`src/rtl/fdivPkg.sv`:
```
package fdivPkg;
  localparam int NCH    = 4;
  localparam int CODE_W = 8;
  localparam int CH_W   = $clog2(NCH);

  typedef struct packed {
    logic            clearCand;
    logic            stepCand;
    logic            storeByte;
    logic            commitWord;
    logic [CH_W-1:0] chSel;
  } calcStrb_t;

  // smallest half-step code whose rate stays at or below the target
  function automatic logic [CODE_W-1:0] bestCode(longint unsigned parentHz,
                                                 longint unsigned targetHz);
    for (int c = 0; c < 255; c++) begin
      if (2 * parentHz <= targetHz * longint'(2 + c)) return CODE_W'(c);
    end
    return 8'hFF;
  endfunction
endpackage

```
`src/rtl/fdivChannel.sv`:
```
module fdivChannel #(
  parameter logic [7:0] RESET_CODE = 8'd0
) (
  input  logic       clk,
  input  logic       rstN,
  input  logic [7:0] nextCode,
  output logic       tick,
  output logic [7:0] activeCode
);
  logic [8:0] accQ;
  logic [7:0] codeQ;
  logic       tickQ;
  logic [9:0] sum;
  logic [9:0] den;
  logic       fire;

  always_comb begin
    sum  = {1'b0, accQ} + 10'd2;
    den  = {2'b00, codeQ} + 10'd2;
    fire = (sum >= den);
  end

  always_ff @(posedge clk) begin
    if (!rstN) begin
      accQ  <= '0;
      codeQ <= RESET_CODE;
      tickQ <= 1'b0;
    end else begin
      tickQ <= fire;
      if (fire) begin
        accQ  <= 9'(sum - den);
        codeQ <= nextCode;
      end else begin
        accQ  <= 9'(sum);
      end
    end
  end

  assign tick       = tickQ;
  assign activeCode = codeQ;
endmodule

```
`src/rtl/fdivCtrl.sv`:
```
module fdivCtrl
  import fdivPkg::*;
(
  input  logic      clk,
  input  logic      rstN,
  input  logic      calcStart,
  input  logic      hit,
  output calcStrb_t strb,
  output logic      calcDone
);
  logic            busyQ;
  logic [CH_W-1:0] chQ;
  logic            doneQ;
  logic            lastCh;

  assign lastCh = (chQ == CH_W'(NCH - 1));

  always_comb begin
    strb       = '0;
    strb.chSel = chQ;
    if (!busyQ && calcStart) strb.clearCand = 1'b1;
    if (busyQ) begin
      if (hit) begin
        strb.storeByte  = 1'b1;
        strb.clearCand  = 1'b1;
        strb.commitWord = lastCh;
      end else begin
        strb.stepCand = 1'b1;
      end
    end
  end

  always_ff @(posedge clk) begin
    if (!rstN) begin
      busyQ <= 1'b0;
      chQ   <= '0;
      doneQ <= 1'b0;
    end else begin
      doneQ <= busyQ && hit && lastCh;
      if (!busyQ) begin
        if (calcStart) begin
          busyQ <= 1'b1;
          chQ   <= '0;
        end
      end else if (hit) begin
        if (lastCh) busyQ <= 1'b0;
        else        chQ   <= chQ + 1'b1;
      end
    end
  end

  assign calcDone = doneQ;
endmodule

```
`src/rtl/fdivPath.sv`:
```
module fdivPath
  import fdivPkg::*;
#(
  parameter longint unsigned PARENT_HZ = 100_000_000,
  parameter int              RATE_W    = 32,
  parameter logic [31:0]     RESET_WORD = 32'h0
) (
  input  logic                  clk,
  input  logic                  rstN,
  input  calcStrb_t             strb,
  input  logic [NCH*RATE_W-1:0] targetRates,
  input  logic [31:0]           divWordIn,
  input  logic                  divWordWe,
  output logic                  hit,
  output logic [31:0]           divWordOut,
  output logic [31:0]           activeCodes,
  output logic [NCH-1:0]        ticks
);
  localparam int PROD_W = RATE_W + 10;
  localparam logic [PROD_W-1:0] NEED = PROD_W'(2 * PARENT_HZ);

  logic [CODE_W-1:0] candQ;
  logic [31:0]       stageQ;
  logic [31:0]       wordQ;
  logic [RATE_W-1:0] tgt;
  logic [PROD_W-1:0] reach;
  logic              met;
  logic [CODE_W-1:0] resolved;
  logic [31:0]       merged;

  always_comb begin
    tgt      = targetRates[strb.chSel*RATE_W +: RATE_W];
    reach    = PROD_W'(tgt) * PROD_W'({1'b0, candQ} + 9'd2);
    met      = (NEED <= reach);
    hit      = met || (candQ == 8'hFE);
    resolved = met ? candQ : 8'hFF;
    merged   = stageQ;
    merged[strb.chSel*CODE_W +: CODE_W] = resolved;
  end

  always_ff @(posedge clk) begin
    if (!rstN) begin
      candQ  <= '0;
      stageQ <= '0;
      wordQ  <= RESET_WORD;
    end else begin
      if (strb.clearCand)     candQ <= '0;
      else if (strb.stepCand) candQ <= candQ + 1'b1;
      if (strb.storeByte) stageQ <= merged;
      if (strb.commitWord) wordQ <= merged;
      else if (divWordWe)  wordQ <= divWordIn;
    end
  end

  for (genvar j = 0; j < NCH; j++) begin : g_ch
    fdivChannel #(.RESET_CODE(RESET_WORD[j*CODE_W +: CODE_W])) u_ch (
      .clk       (clk),
      .rstN      (rstN),
      .nextCode  (wordQ[j*CODE_W +: CODE_W]),
      .tick      (ticks[j]),
      .activeCode(activeCodes[j*CODE_W +: CODE_W])
    );
  end

  assign divWordOut = wordQ;
endmodule

```
`src/rtl/baseTickGen.sv`:
```
module baseTickGen
  import fdivPkg::*;
#(
  parameter longint unsigned PARENT_HZ = 100_000_000,
  parameter int              RATE_W    = 32,
  parameter longint unsigned DEF_RATE0 = 1_000_000,
  parameter longint unsigned DEF_RATE1 = 4_000_000,
  parameter longint unsigned DEF_RATE2 = 10_000_000,
  parameter longint unsigned DEF_RATE3 = 40_000_000
) (
  input  logic                  clk,
  input  logic                  rstN,
  input  logic [31:0]           divWordIn,
  input  logic                  divWordWe,
  input  logic [NCH*RATE_W-1:0] targetRates,
  input  logic                  calcStart,
  output logic                  calcDone,
  output logic [31:0]           divWordOut,
  output logic [NCH-1:0]        ticks
);
  localparam logic [31:0] RESET_WORD = {bestCode(PARENT_HZ, DEF_RATE3),
                                        bestCode(PARENT_HZ, DEF_RATE2),
                                        bestCode(PARENT_HZ, DEF_RATE1),
                                        bestCode(PARENT_HZ, DEF_RATE0)};

  calcStrb_t   strb;
  logic        hit;
  logic [31:0] activeCodes;

  fdivCtrl u_ctrl (
    .clk      (clk),
    .rstN     (rstN),
    .calcStart(calcStart),
    .hit      (hit),
    .strb     (strb),
    .calcDone (calcDone)
  );

  fdivPath #(
    .PARENT_HZ (PARENT_HZ),
    .RATE_W    (RATE_W),
    .RESET_WORD(RESET_WORD)
  ) u_path (
    .clk        (clk),
    .rstN       (rstN),
    .strb       (strb),
    .targetRates(targetRates),
    .divWordIn  (divWordIn),
    .divWordWe  (divWordWe),
    .hit        (hit),
    .divWordOut (divWordOut),
    .activeCodes(activeCodes),
    .ticks      (ticks)
  );
endmodule

```
`config.mk`:
```
export PLATFORM = sky130hd
export DESIGN_NAME = baseTickGen
export DESIGN_NICKNAME = d
export VERILOG_FILES = /design/src/rtl/fdivPkg.sv /design/src/rtl/fdivChannel.sv /design/src/rtl/fdivCtrl.sv /design/src/rtl/fdivPath.sv /design/src/rtl/baseTickGen.sv
export SDC_FILE = /design/constraint.sdc
export NUM_CORES = 1
export LEC_CHECK = 0
export BUFFER_PORTS_ARGS = -buffer_cell sky130_fd_sc_hd__buf_2
export CAP_MARGIN = 20
export CORE_ASPECT_RATIO = 0.5
export CORE_MARGIN = 2
export CORE_UTILIZATION = 50
export CTS_CLUSTER_DIAMETER = 120
export DETAILED_ROUTE_END_ITERATION = 8
export GPL_TIMING_DRIVEN = 0
export HOLD_SLACK_MARGIN = 0.05
export MAX_ROUTING_LAYER = met4
export PLACE_DENSITY = 0.79
export SLEW_MARGIN = 20
export SYNTH_ARGS = -nofsm -noshare
export SYNTH_HDL_FRONTEND = slang
export SYNTH_HIERARCHICAL = 1
export SYNTH_SLANG_ARGS = --single-unit
```
`constraint.sdc`:
```
create_clock -name clk -period 18.7 [get_ports clk]
set_clock_uncertainty 0.1 [all_clocks]
set_input_delay 3.74 -clock clk [delete_from_list [all_inputs] [get_ports clk]]
set_output_delay 3.74 -clock clk [all_outputs]
set_load 0.1 [all_outputs]
```
==> results.md <==
- The share of async-settable or async-resettable flops after synthesis is 0%.
- Clock tree synthesis found a total of ~150 sinks.
- The root buffer selected by CTS is sky130_fd_sc_hd__clkbuf_16.
- The vias after detailed routing is 17970.
- The instance area at placement is 20860 um2.
- In this run the worst hold path is classified as reg2reg.
- The number of violations of the max-capacitance limit is 0.
- Across the VDD grid, the largest voltage drop is 0.08252 mV.
- The endpoint identified for the worst register-to-register timing path is u_path/stageQ[20]$_SDFFE_PN0P_.
- Summed over all nets, the half-perimeter wirelength after detailed placement is 46.36 mm.
- From synthesis to final layout, the design area changed by 11.82%.
- Summing the areas of all xor and xnor instances in the mapped netlist gives between 3 and 4% of the synthesized area.
- In the final layout, the multi-input gates occupy ~15000 um2.
- The critical path contains buffers and inverters numbering 5 combined.
- A synthesized cell averages 8.286 um2.
- The area of the core region is 37660 um2.
- In this run the remaining antenna-violating nets after routing total 0.
- The final period utilization is 65.05%.
- The worst stage delay on the critical path is 0.85 ns.
- The slowest cell on the critical path is sky130_fd_sc_hd__a21boi_0.
- The sequential cell area in the final layout is 2963 um2.
- In this run, placement finished with an instance count of roughly 3000.
- Along the worst path, the maximum fanout reaches 10.
- The finished cells cover 21490 um2.
- After detailed routing, the number of remaining DRC violations is 0.
- The first routing iteration left 1827 violations.
- The most numerous cell type found on the critical path is sky130_fd_sc_hd__fa_1.
- The worst setup path is of the in2reg kind.
- The maximum operating frequency is 0.08221 GHz.
- The initial utilization of the core area, before any placement, comes to 51.02%.
- The run finished with clean final reports.
- The synthesized netlist net count is 2811.
- The count of cells resized by post-cts repair is 0.
- In this run the most critical hold path is launched from u_path/stageQ[27]$_SDFFE_PN0P_.
- The chip height is 142.6 um.
- The post-route minimum period is 12.16 ns.
- After synthesis the netlist holds a flip-flop and latch count of 148.
- The count of pins on the block boundary is 201.
- The slew at the pin with the worst max-slew slack is 1.062 ns.
- The clock network is responsible for about a fifth of the overall power.
- The die is 281.2 um wide.
- The floorplan step defined a die boundary enclosing 40110 um2.
- The via count of the first global-routing pass is 17890.
- The clock-pin slew on the worst setup and hold paths is 0.07 ns.
- The share of power burned in registers is 24.1%.
- Dividing total power by cell area gives a power density of 79.39 nW/um2.
- The cell internal power dissipation is 0.0009390 W.
- The most instantiated flip-flop cell in the synthesis netlist is sky130_fd_sc_hd__dfxtp_1.
- Setup violations remaining at the end of the flow were counted as 0.
- The simple-gate share of the synthesized area is 20.18%.
- The synthesized-area fraction occupied by adder cells is 29.76%.
- The final-report hold violation count is 0.
- Headroom to the max-slew limit came out at 28.71%.
- Entering global routing, the biggest net connects 36 pins.
- The total of hold buffers inserted after clock tree synthesis is 0.
- The switching share of total power is 44.95%.
- The leakage power total is roughly 10 nW.
- Buffers inserted during clock tree synthesis total 17.
- The post-synthesis instance area is just under 20000 um2.
- The worst endpoint required time is between 15 and 20 ns.
- Setup total negative slack on the finished layout was measured at 0 ns.
- The startpoint type of the worst setup path is an input port.
- In the final layout, the share of cells above drive strength 1 is 14.71%.
- Prior to clock tree synthesis, the placed netlist has a worst setup slack of 6.555 ns.
- Leaving out fill and tap cells, the most frequent cell in the layout is sky130_fd_sc_hd__nand2_1.
- In this run the critical register-to-register path is launched from u_ctrl/chQ[0]$_SDFFE_PN0P_.
- The endpoint arrival time on the critical path is 12.40 ns.
- The floorplan has 50 rows.
- Buffers placed on the I/O ports in this run total 199.
- The number of buffers on the longest clock path is 2.
- The family with the most delay on the worst path is adder cells.
- The part of the total power dissipated in combinational logic is 55.1%.
- At the end of the flow, the number of nets in the layout was 3029.
- Leaving out fill and tap cells, the most frequent cells in the layout are sky130_fd_sc_hd__nand2_1, sky130_fd_sc_hd__inv_1, sky130_fd_sc_hd__fa_1, sky130_fd_sc_hd__buf_2, sky130_fd_sc_hd__nor2_1.
- Setup repair after global routing left no endpoint under its margin.
- During synthesis, Yosys emitted a total of 6 warnings.
- The routed via count divided by cell count is between 5 and 6.
- The first global-routing pass estimated 92.68 mm of wire.
- The number of fillers in the final layout is 3434.
- The first-pass iteration count of the detailed router is 6.
- The clock tree synthesis step divided the H-tree into 4 levels.
- The switching component of the power is 0.0007667 W.
- The global routing usage summed across all routing layers is a little under a third.
- The clock latency on the worst-skew pair is 0.43 ns.
- Summed over all layers, the global routing overflow is 0.
- The post-detailed-routing wire length is 57.64 mm.
- The main combinational cell family by area after synthesis is adder cells.
- The endpoint kind of the worst setup timing path is a flip-flop.
- The register-to-register setup slack is around 7.6 ns.
- The average wire length per cell after detail routing is 18.76 um.
- The count of cells along the worst register-to-register path is 28.
- The post-CTS setup buffer count is 0.
- The CTS tree is yes.
- The worst-case hold path end point is u_path/stageQ[27]$_SDFFE_PN0P_.
- After synthesis, flip-flops and latches occupy 15.42% of the total area.
- The number of antenna violations at the first check in global routing is 3.
- The final max-slew violation count is 0.
- The count of flip-flops with a built-in enable after synthesis is 0.
- Counting instances, the worst hold path has a depth of 2.
- The post-synthesis compound-gate area fraction is 17.70%.
- The smallest setup slack after layout is 6.536 ns.
- The placer congestion estimate is 0.9734.
- In this run, distinct cell masters in the synthesized netlist total 85.
- Measured against the total synthesized area, the mux share comes to 5.659%.
- The final standard cell count with taps included and fillers excluded is around 3100.
- Synthesis produced a netlist whose cell count is 2319.
## synthesized netlist by cell type (7+ instances only)
cell | number | area, um2
sky130_fd_sc_hd__or2_2 | 11 | 68.82
sky130_fd_sc_hd__o21ai_1 | 25 | 125.1
sky130_fd_sc_hd__xor2_1 | 38 | 332.8
sky130_fd_sc_hd__inv_1 | 252 | 945.9
sky130_fd_sc_hd__and2_1 | 43 | 269.0
sky130_fd_sc_hd__fa_1 | 215 | 4304
sky130_fd_sc_hd__a211oi_1 | 10 | 75.07
sky130_fd_sc_hd__buf_1 | 12 | 45.04
sky130_fd_sc_hd__nor2b_1 | 7 | 43.79
sky130_fd_sc_hd__nor2_1 | 171 | 641.9
sky130_fd_sc_hd__mux4_2 | 11 | 247.7
sky130_fd_sc_hd__mux2i_1 | 40 | 400.4
sky130_fd_sc_hd__mux2_2 | 39 | 439.2
sky130_fd_sc_hd__buf_4 | 7 | 52.55
sky130_fd_sc_hd__nand3_1 | 86 | 430.4
sky130_fd_sc_hd__o2111ai_1 | 10 | 87.58
sky130_fd_sc_hd__a21o_1 | 49 | 367.9
sky130_fd_sc_hd__o22ai_1 | 9 | 56.30
sky130_fd_sc_hd__nand4_1 | 20 | 125.1
sky130_fd_sc_hd__a31oi_1 | 21 | 131.4
sky130_fd_sc_hd__and4_1 | 9 | 78.83
sky130_fd_sc_hd__xnor2_1 | 46 | 402.9
sky130_fd_sc_hd__dfxtp_1 | 148 | 2963
sky130_fd_sc_hd__and3_1 | 39 | 244.0
sky130_fd_sc_hd__a31o_2 | 16 | 140.1
sky130_fd_sc_hd__or3_1 | 14 | 87.58
sky130_fd_sc_hd__a21oi_1 | 101 | 505.5
sky130_fd_sc_hd__o211ai_1 | 9 | 67.56
sky130_fd_sc_hd__ha_1 | 113 | 1414
sky130_fd_sc_hd__clkbuf_1 | 72 | 270.3
sky130_fd_sc_hd__o41ai_2 | 7 | 113.9
sky130_fd_sc_hd__nand2b_1 | 43 | 269.0
sky130_fd_sc_hd__o41ai_1 | 13 | 113.9
sky130_fd_sc_hd__o21ai_0 | 107 | 535.5
sky130_fd_sc_hd__nand3b_1 | 13 | 97.59
sky130_fd_sc_hd__nor3_1 | 29 | 145.1
sky130_fd_sc_hd__o21a_1 | 41 | 307.8
sky130_fd_sc_hd__nand2_1 | 306 | 1149
## worst max-delay path by stage
stage          slack [ns]              from                        endpoint  cells past startpoint
2_1_floorplan        8.32   targetRates[33]  u_path/stageQ[27]$_SDFFE_PN0P_                     25
3_3_place_gp         6.60   targetRates[33]  u_path/stageQ[10]$_SDFFE_PN0P_                     26
3_5_place_dp         6.56    targetRates[1]  u_path/stageQ[18]$_SDFFE_PN0P_                     26
4_1_cts              6.95    targetRates[1]  u_path/stageQ[20]$_SDFFE_PN0P_                     26
5_1_grt              6.17  targetRates[110]  u_path/stageQ[15]$_SDFFE_PN0P_                     25
6_report             6.54  targetRates[110]  u_path/stageQ[20]$_SDFFE_PN0P_                     25
## worst reg2reg max path: cells and delay by family (launching register included)
| kind | cells | cell delay (ns) |
|---|---|---|
| DFF | 1 | 0.52 |
| adders and majority gates | 5 | 2.48 |
| buffers and inverters | 7 | 2.61 |
| and+or+nand+nor | 9 | 2.54 |
| muxes | 2 | 0.59 |
| AOI/OAI and AO/OA | 5 | 2.20 |
## flip-flops by register name, summed over array words and instances, names as in the netlist
name	count
u_path/g_ch.u_ch/tick	4
u_ctrl/busyQ	1
u_path/stageQ	32
u_ctrl/chQ	2
u_path/g_ch.u_ch/activeCode	32
u_path/divWordOut	32
u_path/candQ	8
u_ctrl/calcDone	1
u_path/g_ch.u_ch/accQ	36
## cell families after synthesis
| kind of cell | Yosys count |
|---|---|
| buffers and inverters | 357 |
| xor gates and xnor gates | 84 |
| muxes | 90 |
| DFF | 148 |
| adders and majority gates | 328 |
| and+or+nand+nor | 820 |
| AOI/OAI and AO/OA | 492 |
## power by group through the flow
stage	Combinational [W]	Clock [W]	Sequential (W)
detailed placement	0.000912	0	0.000417
CTS	0.000922	0.000359	0.000411
global route	0.00103	0.000372	0.000419
global placement	0.000896	0	0.000415
finish	0.000940	0.000354	0.000412
floorplan	0.000669	0	0.000457
## per-stage QoR
step           utilization [%]  total power, W  hold WS, ns
2_1_floorplan                -        0.001125       0.3249
3_3_place_gp             55.39        0.001311       0.3348
3_5_place_dp             55.39        0.001330       0.3426
4_1_cts                  57.01        0.001692       0.3539
5_1_grt                  57.05        0.001816       0.3818
6_report                 57.05        0.001706       0.3518
## cell type report
type                       count  share of cell area, %
multi-input combinational   1814                  69.01
sequential                   148                  13.79
timing repair buffer         199                  4.635
inverter                     253                  4.420
tap                          520                  3.028
buffer                       104                  2.248
clock buffer                  17                  1.980
clock inverter                15                 0.8560
antenna                        3                0.03494
## layer usage
layer  GRT usage, %  vias to the layer above  share of wire [%]
li1               -                     8328                  -
met1          37.55                     8648                 40
met2          47.71                      836                 46
met3          5.121                      158                8.4
met4          15.40                        0                4.9
met5              -                        -                  0
No activity file was read; power rests on OpenSTA's default activity.
